$ cat config.mk
export PLATFORM = sky130hd
export DESIGN_NAME = phase_step_ctrl
export DESIGN_NICKNAME = d
export VERILOG_FILES = /design/src/rtl/psc_pkg.sv /design/src/rtl/psc_sync.sv /design/src/rtl/psc_edge_det.sv /design/src/rtl/psc_skip_ctr.sv /design/src/rtl/psc_phase_acc.sv /design/src/rtl/phase_step_ctrl.sv
export SDC_FILE = /design/constraint.sdc
export NUM_CORES = 1
export LEC_CHECK = 0
export BUFFER_PORTS_ARGS = -buffer_cell sky130_fd_sc_hd__buf_2
export CAP_MARGIN = 10
export CORE_UTILIZATION = 60
export CTS_CLUSTER_SIZE = 8
export DETAILED_ROUTE_END_ITERATION = 12
export GPL_ROUTABILITY_DRIVEN = 0
export PLACE_DENSITY = 0.8
export SLEW_MARGIN = 10
export SYNTH_ARGS = -nofsm -noshare
export SYNTH_HDL_FRONTEND = slang
export SYNTH_SLANG_ARGS = --single-unit
$ cat constraint.sdc
create_clock -name clk -period 5.2 [get_ports clk]
set_input_delay 0.52 -clock clk [delete_from_list [all_inputs] [get_ports clk]]
set_output_delay 0.52 -clock clk [all_outputs]
set_load 0.05 [all_outputs]
$ cat src/rtl/psc_pkg.sv
package psc_pkg;

   typedef enum logic [1:0] {
      DIVSEL_OFF = 2'b00,
      DIVSEL_8   = 2'b01,
      DIVSEL_4   = 2'b10,
      DIVSEL_2   = 2'b11
   } divsel_e;

   typedef enum logic {
      DIR_LATER   = 1'b0,
      DIR_EARLIER = 1'b1
   } step_dir_e;

   typedef struct packed {
      logic      fire;
      step_dir_e dir;
   } step_req_t;

endpackage

$ cat src/rtl/psc_sync.sv
module psc_sync #(
   parameter int WIDTH  = 2,
   parameter int STAGES = 2
) (
   input  logic             clk,
   input  logic             rst_n,
   input  logic [WIDTH-1:0] async_i,
   output logic [WIDTH-1:0] sync_o
);

   generate
      if (STAGES < 2) begin : g_bad_stages
         $error("psc_sync: STAGES must be at least 2");
      end
      if (WIDTH < 1) begin : g_bad_width
         $error("psc_sync: WIDTH must be at least 1");
      end
   endgenerate

   logic [STAGES-1:0][WIDTH-1:0] chain_q;

   generate
      for (genvar st = 0; st < STAGES; st++) begin : g_stage
         if (st == 0) begin : g_first
            always_ff @(posedge clk or negedge rst_n) begin
               if (!rst_n) chain_q[st] <= '0;
               else        chain_q[st] <= async_i;
            end
         end else begin : g_next
            always_ff @(posedge clk or negedge rst_n) begin
               if (!rst_n) chain_q[st] <= '0;
               else        chain_q[st] <= chain_q[st-1];
            end
         end
      end
   endgenerate

   assign sync_o = chain_q[STAGES-1];

endmodule

$ cat src/rtl/psc_edge_det.sv
module psc_edge_det
   import psc_pkg::*;
(
   input  logic      clk,
   input  logic      rst_n,
   input  logic      strobe_s,
   input  logic      dir_s,
   output step_req_t req_o
);

   logic strobe_prev_q;

   always_ff @(posedge clk or negedge rst_n) begin
      if (!rst_n) strobe_prev_q <= 1'b0;
      else        strobe_prev_q <= strobe_s;
   end

   always_comb begin
      req_o.fire = strobe_s & ~strobe_prev_q;
      req_o.dir  = dir_s ? DIR_EARLIER : DIR_LATER;
   end

   // one rising edge yields a one-cycle request, never two in a row
   a_r2_single_pulse: assert property (@(posedge clk) disable iff (!rst_n)
      req_o.fire |=> !req_o.fire);

endmodule

$ cat src/rtl/psc_skip_ctr.sv
module psc_skip_ctr #(
   parameter int GROUP_EDGES = 32,
   parameter int SKIP_MAIN   = 31,
   parameter int SKIP_EXTRA  = 15,
   parameter bit EXTRA_EN    = 1'b1
) (
   input  logic clk,
   input  logic rst_n,
   input  logic fire_i,
   input  logic two_skip_i,
   output logic apply_o
);

   localparam int POS_W = (GROUP_EDGES > 1) ? $clog2(GROUP_EDGES) : 1;
   localparam logic [POS_W-1:0] POS_LAST  = POS_W'(GROUP_EDGES - 1);
   localparam logic [POS_W-1:0] POS_MAIN  = POS_W'(SKIP_MAIN);
   localparam logic [POS_W-1:0] POS_EXTRA = POS_W'(SKIP_EXTRA);

   generate
      if (GROUP_EDGES < 2) begin : g_bad_group
         $error("psc_skip_ctr: GROUP_EDGES must be at least 2");
      end
      if (SKIP_MAIN >= GROUP_EDGES || SKIP_EXTRA >= GROUP_EDGES) begin : g_bad_skip
         $error("psc_skip_ctr: skip positions must lie inside the group");
      end
      if (SKIP_MAIN == SKIP_EXTRA) begin : g_same_skip
         $error("psc_skip_ctr: skip positions must differ");
      end
   endgenerate

   logic [POS_W-1:0] pos_q;
   logic             skip_hit;

   always_ff @(posedge clk or negedge rst_n) begin
      if (!rst_n) begin
         pos_q <= '0;
      end else if (fire_i) begin
         pos_q <= (pos_q == POS_LAST) ? '0 : pos_q + 1'b1;
      end
   end

   generate
      if (EXTRA_EN) begin : g_two_pattern
         assign skip_hit = (pos_q == POS_MAIN) || (two_skip_i && (pos_q == POS_EXTRA));
      end else begin : g_one_pattern
         logic unused_two;
         assign unused_two = two_skip_i;
         assign skip_hit   = (pos_q == POS_MAIN);
      end
   endgenerate

   assign apply_o = fire_i & ~skip_hit;

   // the position wraps to zero after the last edge of a group
   a_r6_group_wrap: assert property (@(posedge clk) disable iff (!rst_n)
      (fire_i && pos_q == POS_LAST) |=> (pos_q == '0));

   // the position moves only on a detected edge
   a_r6_pos_hold: assert property (@(posedge clk) disable iff (!rst_n)
      !fire_i |=> $stable(pos_q));

   // the main skip position never yields an update
   a_r6_main_skip: assert property (@(posedge clk) disable iff (!rst_n)
      (pos_q == POS_MAIN) |-> !apply_o);

endmodule

$ cat src/rtl/psc_phase_acc.sv
module psc_phase_acc
   import psc_pkg::*;
#(
   parameter int FULL_UNITS = 3072,
   parameter int W_DIV2     = 4,
   parameter int W_DIV4     = 2,
   parameter int W_DIV8     = 1,
   localparam int PHASE_W   = $clog2(FULL_UNITS)
) (
   input  logic               clk,
   input  logic               rst_n,
   input  logic               apply_i,
   input  step_dir_e          dir_i,
   input  logic [1:0]         div_sel_i,
   output logic [PHASE_W-1:0] phase_o
);

   localparam int SUM_W = PHASE_W + 1;
   localparam logic [SUM_W-1:0] FULL_L = SUM_W'(FULL_UNITS);
   localparam bit POW2 = ((FULL_UNITS & (FULL_UNITS - 1)) == 0);

   generate
      if (FULL_UNITS < 2) begin : g_bad_full
         $error("psc_phase_acc: FULL_UNITS must be at least 2");
      end
      if (W_DIV2 >= FULL_UNITS || W_DIV4 >= FULL_UNITS || W_DIV8 >= FULL_UNITS) begin : g_bad_weight
         $error("psc_phase_acc: step weights must be below one period");
      end
   endgenerate

   logic [PHASE_W-1:0] phase_q;
   logic [SUM_W-1:0]   step_units;
   logic [PHASE_W-1:0] phase_later;
   logic [PHASE_W-1:0] phase_earlier;

   always_comb begin
      unique case (divsel_e'(div_sel_i))
         DIVSEL_2:   step_units = SUM_W'(W_DIV2);
         DIVSEL_4:   step_units = SUM_W'(W_DIV4);
         DIVSEL_8:   step_units = SUM_W'(W_DIV8);
         default:    step_units = '0;
      endcase
   end

   generate
      if (POW2) begin : g_natural_wrap
         logic [SUM_W-1:0] up_n, dn_n;
         assign up_n          = {1'b0, phase_q} + step_units;
         assign dn_n          = {1'b0, phase_q} - step_units;
         assign phase_later   = up_n[PHASE_W-1:0];
         assign phase_earlier = dn_n[PHASE_W-1:0];
      end else begin : g_compare_wrap
         logic [SUM_W-1:0] up_sum, dn_diff, up_fix, dn_fix;
         assign up_sum        = {1'b0, phase_q} + step_units;
         assign up_fix        = (up_sum >= FULL_L) ? (up_sum - FULL_L) : up_sum;
         assign dn_diff       = {1'b0, phase_q} + FULL_L - step_units;
         assign dn_fix        = (dn_diff >= FULL_L) ? (dn_diff - FULL_L) : dn_diff;
         assign phase_later   = up_fix[PHASE_W-1:0];
         assign phase_earlier = dn_fix[PHASE_W-1:0];
      end
   endgenerate

   always_ff @(posedge clk or negedge rst_n) begin
      if (!rst_n) begin
         phase_q <= '0;
      end else if (apply_i) begin
         phase_q <= (dir_i == DIR_EARLIER) ? phase_earlier : phase_later;
      end
   end

   assign phase_o = phase_q;

   // the index never leaves one period
   a_r5_in_range: assert property (@(posedge clk) disable iff (!rst_n)
      ({1'b0, phase_q} < FULL_L));

   // without an applied update the index holds
   a_r6_idle_hold: assert property (@(posedge clk) disable iff (!rst_n)
      !apply_i |=> $stable(phase_q));

   // the zero-weight setting never moves the index
   a_r4_off_hold: assert property (@(posedge clk) disable iff (!rst_n)
      (div_sel_i == 2'b00) |=> $stable(phase_q));

   // an applied non-zero step always changes the index
   a_r3_step_moves: assert property (@(posedge clk) disable iff (!rst_n)
      (apply_i && step_units != '0) |=> !$stable(phase_q));

endmodule

$ cat src/rtl/phase_step_ctrl.sv
module phase_step_ctrl
   import psc_pkg::*;
#(
   parameter int FULL_UNITS  = 3072,
   parameter int W_DIV2      = 4,
   parameter int W_DIV4      = 2,
   parameter int W_DIV8      = 1,
   parameter int SYNC_STAGES = 2,
   parameter int GROUP_EDGES = 32,
   parameter int SKIP_MAIN   = 31,
   parameter int SKIP_EXTRA  = 15,
   parameter bit EXTRA_EN    = 1'b1,
   localparam int PHASE_W    = $clog2(FULL_UNITS)
) (
   input  logic               clk,
   input  logic               rst_n,
   input  logic               step_strobe_i,
   input  logic               lead_lag_i,
   input  logic [1:0]         div_sel_i,
   input  logic               two_skip_i,
   output logic [PHASE_W-1:0] phase_idx_o
);

   logic [1:0] ctl_sync;
   step_req_t  req;
   logic       apply;

   psc_sync #(
      .WIDTH  (2),
      .STAGES (SYNC_STAGES)
   ) u_sync (
      .clk     (clk),
      .rst_n   (rst_n),
      .async_i ({lead_lag_i, step_strobe_i}),
      .sync_o  (ctl_sync)
   );

   psc_edge_det u_edge (
      .clk      (clk),
      .rst_n    (rst_n),
      .strobe_s (ctl_sync[0]),
      .dir_s    (ctl_sync[1]),
      .req_o    (req)
   );

   psc_skip_ctr #(
      .GROUP_EDGES (GROUP_EDGES),
      .SKIP_MAIN   (SKIP_MAIN),
      .SKIP_EXTRA  (SKIP_EXTRA),
      .EXTRA_EN    (EXTRA_EN)
   ) u_skip (
      .clk        (clk),
      .rst_n      (rst_n),
      .fire_i     (req.fire),
      .two_skip_i (two_skip_i),
      .apply_o    (apply)
   );

   psc_phase_acc #(
      .FULL_UNITS (FULL_UNITS),
      .W_DIV2     (W_DIV2),
      .W_DIV4     (W_DIV4),
      .W_DIV8     (W_DIV8)
   ) u_acc (
      .clk       (clk),
      .rst_n     (rst_n),
      .apply_i   (apply),
      .dir_i     (req.dir),
      .div_sel_i (div_sel_i),
      .phase_o   (phase_idx_o)
   );

   // an update is only ever applied for a detected edge
   a_r6_apply_needs_edge: assert property (@(posedge clk) disable iff (!rst_n)
      apply |-> req.fire);

   // a steady synchronized strobe produces no request
   a_r2_level_quiet: assert property (@(posedge clk) disable iff (!rst_n)
      $stable(ctl_sync[0]) |-> !req.fire);

endmodule

==> results.py, run 1 <==
metrics = {
    "drt": {
        "num_vias": 1864,
        "drt.antenna.violating_nets": 0,
        "drt_iter0_drc": 74,
        "viasPerCell": 5.92,
        "routedWlPerCell_um": 14.6,
        "wl_mm": 4.61,
        "firstDrtPassIters": 4,
        "drc": 0,
    },
    "sta": {
        "hold_viol": 0,
        "skew_ps": 3.52,
        "fmax_ghz": 0.244,
        "finalSetupViolCount": 0,
        "relSlewSlack_pct": 52.7,
        "rsz0062_at_grt": "false",
        "drv_slew": 0,
        "finalCritPeriodShare_pct": 78.9,
        "finalCriticalPeriod_ps": 4100,
        "fin_tns_setup_ps": 0,
        "worstMarginPinSlew_ps": 709,
    },
    "clock_tree": {
        "cts_tree": "built",
        "h-tree-depth": 1,
        "cts_num_sinks": 22,
        "cts_inserted_buffers": 3,
        "cts.clk_slew.worst_paths_ps": 130,
        "cts_root_buf": "clkbuf_4",
        "clk_latency_ps": 310,
        "cts_resized": 0,
        "postCtsSetupBuffers": 0,
        "cts-hold-fix-buffers": 0,
        "clock_path_buffers": 2,
    },
    "yosys": {
        "synth_top_family_by_area": "compound AO/OA/AOI/OAI gates",
        "ys_seq_area_share_pct": 26.0,
        "synth_area_sq_mm": 0.00212,
        "synth.distinct_cells": 49,
        "synth-seq-cells": 22,
        "synth_area_leaders": "dfrtp_1 (26%), ha_1 (17%), o21ai_0 (4.5%), nor2_1 (4.1%), inv_1 (3.9%)",
        "yosys.area_share.xor_xnor_pct": 5.78,
        "synth_compound_area_share_pct": 22.7,
        "syn-num-nets": 289,
        "synth-simple-area-share_pct": 18.8,
        "post-synth-top-count-cell": "ha_1",
        "synth_fa_ha_area_share_pct": 18.4,
        "avgSynthCellArea_sq_um": 8.42,
        "synth_flop_cell": "dfrtp_1",
        "synth_cells": 252,
        "synth_top_area_share_pct": 26.0,
        "synth_common_cells": "ha_1 (28), nor2_1 (23), dfrtp_1 (22), inv_1 (22), o21ai_0 (19)",
        "synth_top_area_cell": "dfrtp_1",
        "ys.warnings.count": 0,
        "synth_edf_count": 0,
        "async_reset_ff_share_pct": 100,
        "yosys-mux-area-fraction_pct": 3.48,
    },
    "global_route": {
        "overflow": 0,
        "antenna_found_initial": 0,
        "grt_first_pass_wirelength_mm": 7.62,
        "grt_max_degree": 23,
        "grt_util_all_layers_pct": 26.9,
        "grt_pass1_vias": 1656,
    },
    "floorplanning": {
        "die_area_sq_mm": 0.00378,
        "start_util_pct": 63.1,
        "fp.dieW_um": 61.5,
        "num_rows": 21,
        "core_area_sq_mm": 0.00336,
        "ios": 19,
        "die_h_um": 61.5,
    },
    "final_layout": {
        "seq_area_sq_um": 551,
        "fin_util_pct": 68.6,
        "area_growth_pct": 8.73,
        "fill_cells": 306,
        "multi_input_area_sq_mm": 0.00147,
        "fin_area_sq_mm": 0.00231,
        "drive_gt1_share_pct": 11.5,
        "nets": 307,
        "diodes": 0,
    },
    "placed_design": {
        "port_buffers": 18,
        "placed_area_sq_mm": 0.00225,
        "hpwl_mm": 3.50,
    },
    "setup_path": {
        "worstPathRequired_ps": 5400,
        "cpPeakStageDelay_ps": 480,
        "cp-end-kind": "flip-flop",
        "arrival_ps": 4300,
        "worstSetupPathType": "reg2reg",
        "start_kind": "flip-flop",
        "slowest_stage": "dfrtp_1",
        "crit_fanout": 6,
        "crit_chain": "ha_1, ha_1, inv_1, fa_1, nand2b_1, a21oi_1, o221ai_1, a21o_1, nand2b_1, xnor2_1, ha_1, nand4b_1, nor4_1, nand4_1, and3b_1, a2111oi_0, o31ai_2",
        "critPathBufInv": 1,
        "cp_top_family": "compound AO/OA/AOI/OAI gates",
        "crit_top_cell": "ha_1",
    },
    "job": {
        "cap_violations": 0,
    },
    "status": {
        "status": "completed",
    },
    "min_path": {
        "hold_path_class": "in2async",
    },
}
## registers in the layout, indices dropped and copies added, names as in the netlist
name / count
u_sync.chain_q: 2
u_skip.pos_q: 5
u_sync.sync_o: 2
u_edge.strobe_prev_q: 1
u_acc.phase_o: 12
## routing by layer
metal / global-route usage [%] / share of wire [%] / wire, um / vias to the layer above
li1: - / - / - / 935
met1: 36.1 / 47 / 2150 / 873
met2: 47.0 / 48 / 2230 / 48
met3: 3.99 / 3.8 / 176 / 8
met4: 3.17 / 1.0 / 48 / 0
met5: 0 / 0 / 0 / -
## final timing paths
| kind | from | endpoint | slack (ps) | cells past startpoint |
|---|---|---|---|---|
| setup / recovery | u_acc.phase_o[1] | u_acc.phase_o[10] | 1100 | 17 |
| hold / removal | rst_n | u_acc.phase_o[10] | 140 | 1 |
| setup reg to reg | u_acc.phase_o[1] | u_acc.phase_o[10] | 1100 | 17 |
| hold reg to reg | u_sync.chain_q[0] | u_sync.sync_o[0] | 360 | 0 |
| max in group asynchronous | rst_n | u_sync.sync_o[1] | 4730 | 1 |
| min in group clk | step_strobe_i | u_sync.chain_q[0] | 300 | 1 |
## stage by stage
step | setup slack [ps] | cells | hold slack (ps)
finish | 1100 | 315 | 143
detailed placement | 804 | 311 | 335
floorplan | 1230 | 252 | 224
CTS | 1100 | 315 | 166
global placement | 942 | 311 | 332
global route | 616 | 315 | 171
## area by class of cell
class                           instances  area share, %
Sequential cell                        22           23.9
Inverter                               22           3.58
Multi-Input combinational cell        202           63.5
Clock buffer                            3          0.977
Clock inverter                          1           1.30
Tap cell                               46           2.50
Timing Repair Buffer                   19           4.23
## cell usage in the layout (no fill, tap or decap), drive strengths merged, types with 3 or more instances in the layout
cell type,netlist,final
ha,28,28
nor2,23,23
inv,22,22
dfrtp,22,22
o21ai,20,20
buf,1,19
nand2,18,18
a21oi,15,15
nand2b,8,8
xor2,8,8
xnor2,6,6
a31oi,6,6
a21o,4,4
and3,4,4
nand3,4,4
mux2i,4,4
nor3,4,4
a211oi,4,4
nor2b,3,3
and2,3,3
nand4,3,3
or3,3,3
mux2,3,3
a22oi,3,3
clkbuf,5,3
o31ai,3,3
## logic make-up after synthesis
kind of cell / Yosys count
buffers and inverters: 28
adder cells (fa/ha/maj): 30
flip-flops: 22
AO/OA/AOI/OAI: 71
AND/OR/NAND/NOR: 80
multiplexers: 7
XOR/XNOR: 14
Power of run 1 is left out: the tool's default activity adds up to more than one toggle a clock period on the data nets, which glitch-free logic cannot reach.
==> run 2, diff against run 1 <==
ABC_AREA = 1   (was unset)
CORE_UTILIZATION = 61   (was 60)
PLACE_DENSITY = 0.81   (was 0.8)
clock period = 4 ns   (was 5.2 ns; I/O delays follow)
==> run 2 against run 1 <==
  * Routed wire length is 8.6% higher
  * Utilization increased by 0.13 points
  * Sequential share of layout area decreased by 2.0 points
  * Die area is 8.1% higher
  * Fmax grew 32%
  * Hold slack lost 56 ps
  * Cell area up 9.1%
  * Synthesized cell count up 34%
  * Flip-flop and latch count is the same
  * Critical path depth increased by 4
  * Highest routed layer unchanged
  * Via count grew 16%
  * First-iteration DRC count increased by 140%
==> results.py, run 2 <==
metrics = {
    "global_route": {
        "grt_util_all_layers_pct": 27.2,
        "grt_pass1_vias": 2032,
        "grt_max_degree": 23,
        "overflow": 0,
        "grt_first_pass_wirelength_mm": 8.80,
        "antenna_found_initial": 0,
    },
    "yosys": {
        "synth.distinct_cells": 31,
        "synth-seq-cells": 22,
        "synth_flop_cell": "dfrtp_1",
        "ys.warnings.count": 0,
        "avgSynthCellArea_sq_um": 6.91,
        "syn-num-nets": 375,
        "synth_edf_count": 0,
        "synth_top_area_cell": "dfrtp_1",
        "synth_area_leaders": "dfrtp_1 (24%), nand2_1 (16%), ha_1 (15%), inv_1 (8.4%), nand3_1 (6.2%)",
        "async_reset_ff_share_pct": 100,
        "synth_top_area_share_pct": 23.6,
        "synth_common_cells": "nand2_1 (100), inv_1 (52), nand3_1 (29)",
        "synth_cells": 338,
        "ys_seq_area_share_pct": 23.6,
        "post-synth-top-count-cell": "nand2_1",
        "synth_area_sq_mm": 0.00234,
    },
    "clock_tree": {
        "cts-hold-fix-buffers": 0,
        "cts_tree": "built",
        "cts_root_buf": "clkbuf_8",
        "cts_resized": 0,
        "clk_latency_ps": 260,
        "cts.clk_slew.worst_paths_ps": 70,
        "postCtsSetupBuffers": 0,
        "cts_num_sinks": 22,
        "h-tree-depth": 1,
        "cts_inserted_buffers": 3,
        "clock_path_buffers": 2,
    },
    "sta": {
        "worstMarginPinSlew_ps": 472,
        "rsz0062_at_grt": "false",
        "skew_ps": 4.36,
        "relSlewSlack_pct": 68.5,
        "drv_slew": 0,
        "fmax_ghz": 0.321,
        "hold_viol": 0,
        "finalCritPeriodShare_pct": 77.9,
        "finalSetupViolCount": 0,
        "fin_tns_setup_ps": 0,
        "finalCriticalPeriod_ps": 3120,
    },
    "setup_path": {
        "worstSetupStartpoint": "u_acc.phase_o[1]",
        "crit_fanout": 6,
        "r2r_end": "u_acc.phase_o[11]",
        "worstRegToRegCells": 21,
        "worstPathRequired_ps": 4150,
        "cp-end-kind": "flip-flop",
        "rrSetupSlack_ps": 880,
        "cpPeakStageDelay_ps": 460,
        "slowest_stage": "dfrtp_1",
        "crit_top_cell": "nand3_1",
        "crit_end": "u_acc.phase_o[11]",
        "arrival_ps": 3270,
        "start_kind": "flip-flop",
        "crit_chain": "ha_1, ha_1, inv_1, fa_1, inv_1, nand3_1, nand3_1, nand2_2, nand2_4, ha_1, nand3_1, nor2_1, nand3_1, nor2_2, nand4_2, nand2_2, nand2_1, nand3_1, nand2_1, nand2_1, nand2_1",
        "worstSetupPathType": "reg2reg",
        "reg2reg_from": "u_acc.phase_o[1]",
    },
    "floorplanning": {
        "die_h_um": 63.9,
        "num_rows": 22,
        "start_util_pct": 63.8,
        "die_area_sq_mm": 0.00408,
        "fp.dieW_um": 63.9,
        "ios": 19,
        "core_area_sq_mm": 0.00366,
    },
    "final_layout": {
        "largest_reg_flops": 12,
        "drive_gt1_share_pct": 17.1,
        "diodes": 0,
        "area_growth_pct": 7.60,
        "nets": 395,
        "fill_cells": 336,
        "final_cell_mix": "nand2_1 (100), inv_1 (52), nand3_1 (29)",
        "fin_util_pct": 68.7,
        "final_common_cell": "nand2_1",
    },
    "drt": {
        "firstDrtPassIters": 4,
        "viasPerCell": 5.34,
        "drt_iter0_drc": 175,
        "routedWlPerCell_um": 12.4,
        "num_vias": 2159,
        "wl_mm": 5.01,
        "drt.antenna.violating_nets": 0,
        "drc": 0,
    },
    "status": {
        "status": "completed",
    },
    "placed_design": {
        "port_buffers": 18,
        "hpwl_mm": 4.12,
    },
    "job": {
        "cap_violations": 0,
    },
    "min_path": {
        "hold_path_class": "in2async",
    },
}
## run 2: changes by cell type after synthesis, moves of 8 or more
| cell | before | now |
|---|---|---|
| inv_1 | 22 | 52 |
| nand2_2 | 0 | 14 |
| nand3_1 | 4 | 29 |
| nand2b_1 | 8 | 0 |
| o21ai_0 | 19 | 10 |
| nand2_1 | 18 | 100 |
## run 2: worst max-delay path, delay by kind of cell, from the launching register on
family        cells  cell delay [ps]
buf+inv           2              200
fa+ha+maj         4             1120
flops             1              460
simple gates     15             1230
## run 2: final cells by class
class,instances,area (sq um),share of cell area [%]
clock buffers,3,41.3,1.64
multi-input cells,255,1550,61.7
inverters,57,214,8.51
well taps,48,60.1,2.39
flip-flops and latches,22,551,21.9
repair buffers,19,97.6,3.88
## run 2: through the flow
step           cells  area [sq um]  worst slack [ps]  hold WS (ps)
6_report         404          2510               884          86.8
5_1_grt          404          2510               559           122
4_1_cts          404          2510               869          99.2
3_5_place_dp     401          2470               725           338
3_3_place_gp     401          2470               848           332
2_1_floorplan    338          2340               868           104
## run 2: worst min-delay path by stage
stage / end / slack [ps]
final: u_skip.pos_q[0] / 90
after global routing: u_skip.pos_q[0] / 120
after CTS: u_skip.pos_q[0] / 100
after detailed placement: u_sync.sync_o[1] / 340
after global placement: u_sync.sync_o[1] / 330
after floorplan: u_acc.phase_o[0] / 100
## run 2: cells by family after synthesis
family          synth area share, %
fa+ha+maj                      16.7
flops                          23.6
xor+xnor                       1.93
compound gates                 9.26
buf+inv                        10.1
simple gates                   38.5
## run 2: routing by layer
| metal | GRT usage (%) | routed length, um | vias to the layer above |
|---|---|---|---|
| met5 | 0 | 0 | - |
| li1 | - | - | 1111 |
| met3 | 6.25 | 300 | 7 |
| met4 | 5.11 | 44 | 0 |
| met1 | 33.9 | 2200 | 972 |
| met2 | 47.9 | 2460 | 69 |
Power of run 2 is left out for the same reason.
==> run 3, diff against run 2 <==
clock period = 3.15 ns   (was 4 ns; I/O delays follow)
==> run 3 against run 2 <==
  * The flow now finishes with violations (design-rule violations)
  * Hold slack worse by 78 ps
  * Via count is 0.14% higher
  * Die area stayed put
  * First-iteration DRC count is 7.4% lower
  * Critical path depth stayed put
  * Clock skew is 2.4 ps lower
  * Cell area is 2.1% higher
  * Flip-flop and latch count stayed put
  * Fmax is 4.7% higher
  * Non-clock buffer count is 3 higher
  * Count of clock-buffer cells in the layout is 1 higher
  * Largest cell class unchanged
==> results.py, run 3 (synthesis gave the netlist of run 2 again) <==
metrics = {
    "final_layout": {
        "final_cell_mix": "nand2_1 (99), inv_1 (51), nand3_1 (28)",
        "nets": 398,
        "final_common_cell": "nand2_1",
        "largest_reg_flops": 12,
        "multi_input_area_sq_mm": 0.00157,
        "diodes": 0,
        "drive_gt1_share_pct": 20.0,
        "area_growth_pct": 9.85,
        "fill_cells": 317,
        "seq_area_sq_um": 552,
    },
    "sta": {
        "relSlewSlack_pct": 67.5,
        "finalSetupViolCount": 0,
        "fmax_ghz": 0.336,
        "holdWs_ps": 9.12,
        "skew_ps": 1.94,
        "drv_slew": 0,
        "finalCriticalPeriod_ps": 2980,
        "finalCritPeriodShare_pct": 94.5,
        "worstMarginPinSlew_ps": 488,
        "hold_viol": 0,
    },
    "placed_design": {
        "port_buffers": 18,
        "hpwl_mm": 4.14,
    },
    "drt": {
        "routedWlPerCell_um": 12.6,
        "wl_mm": 5.16,
        "drt.antenna.violating_nets": 0,
        "num_vias": 2162,
        "firstDrtPassIters": 8,
        "drc": 1,
        "viasPerCell": 5.30,
        "drt_iter0_drc": 162,
    },
    "global_route": {
        "grt_first_pass_wirelength_mm": 8.90,
        "grt_pass1_vias": 2083,
        "overflow": 0,
        "grt_util_all_layers_pct": 27.4,
        "antenna_found_initial": 0,
        "grt_max_degree": 23,
    },
    "floorplanning": {
        "num_rows": 22,
        "fp.dieW_um": 63.9,
        "die_area_sq_mm": 0.00408,
        "die_h_um": 63.9,
        "ios": 19,
        "start_util_pct": 63.8,
        "core_area_sq_mm": 0.00366,
    },
    "status": {
        "violations": "design-rule violations",
        "status": "finished, violations left",
    },
    "min_path": {
        "hold_path_class": "in2async",
    },
    "setup_path": {
        "worstSetupPathType": "reg2reg",
        "worstRegToRegCells": 21,
        "start_kind": "flip-flop",
        "arrival_ps": 3130,
        "worstPathRequired_ps": 3310,
        "crit_fanout": 5,
        "cp-end-kind": "flip-flop",
    },
    "clock_tree": {
        "cts.clk_slew.worst_paths_ps": 70,
        "cts_num_sinks": 22,
        "h-tree-depth": 1,
        "cts_root_buf": "clkbuf_8",
        "cts_inserted_buffers": 3,
        "clk_latency_ps": 260,
        "clock_path_buffers": 2,
        "cts_tree": "built",
    },
    "job": {
        "cap_violations": 0,
    },
}
-- run 3: through the flow --
step                setup TNS [ps]  area (sq um)  util [%]  worst slack, ps  std cells
finish                           0          2570      70.1              172        408
global route                 -50.3          2570      70.1            -27.5        408
CTS                              0          2540      69.3             61.4        406
detailed placement           -8.58          2480      67.8            -8.58        402
global placement                 0          2480      67.8              129        402
floorplan                        0          2340         -             18.4        338
-- run 3: worst max-delay path, cell delays in order (launching register included) --
cell and delay (ps):
dfrtp_1 400, ha_1 250, fa_1 420, nand3_2 130, nand2_4 80, nand2_4 100, nor2_8 50, xor2_4 200
ha_2 230, nand2_1 60, nor2_1 90, nand2_1 70, nor2_1 120, nand2_1 70, nor2_2 140, nand2_2 90
nand3_1 70, nand2_1 60, nand3_1 80, nand2_1 60, nand2_1 50, nand2_1 50
-- run 3: repair_timing --
| item | 4_1_cts | 5_1_grt |
|---|---|---|
| setup buffers | 0 | 2 |
| hold buffers | 0 | 0 |
| endpoints found under the setup margin | 0 | 2 |
| gates resized for setup | 0 | 7 |
-- run 3: per-layer routing --
layer / global-route usage [%] / vias to the layer above / share of wire [%]
li1: - / 1119 / -
met1: 33.1 / 988 / 44
met2: 51.9 / 50 / 51
met3: 3.75 / 5 / 3.6
met4: 3.69 / 0 / 0.52
met5: 0 / - / 0
-- run 3: path summary, 6_finish.rpt --
| kind | end | start | slack, ps |
|---|---|---|---|
| max reg2reg | u_acc.phase_o[11] | u_acc.phase_o[0] | 170 |
| min in group clk | u_sync.chain_q[1] | lead_lag_i | 160 |
| max in group asynchronous | u_acc.phase_o[1] | rst_n | 2790 |
| min reg2reg | u_sync.sync_o[1] | u_sync.chain_q[1] | 360 |
| max | u_acc.phase_o[11] | u_acc.phase_o[0] | 170 |
| min | u_skip.pos_q[3] | rst_n | 9 |
-- run 3: cell type report --
class	instances	area share (%)
multi-input combinational	255	61.0
sequential	22	21.5
clock buffer	4	2.14
tap	48	2.34
timing repair buffer	22	4.68
inverter	57	8.33
Power of run 3 is left out for the same reason.
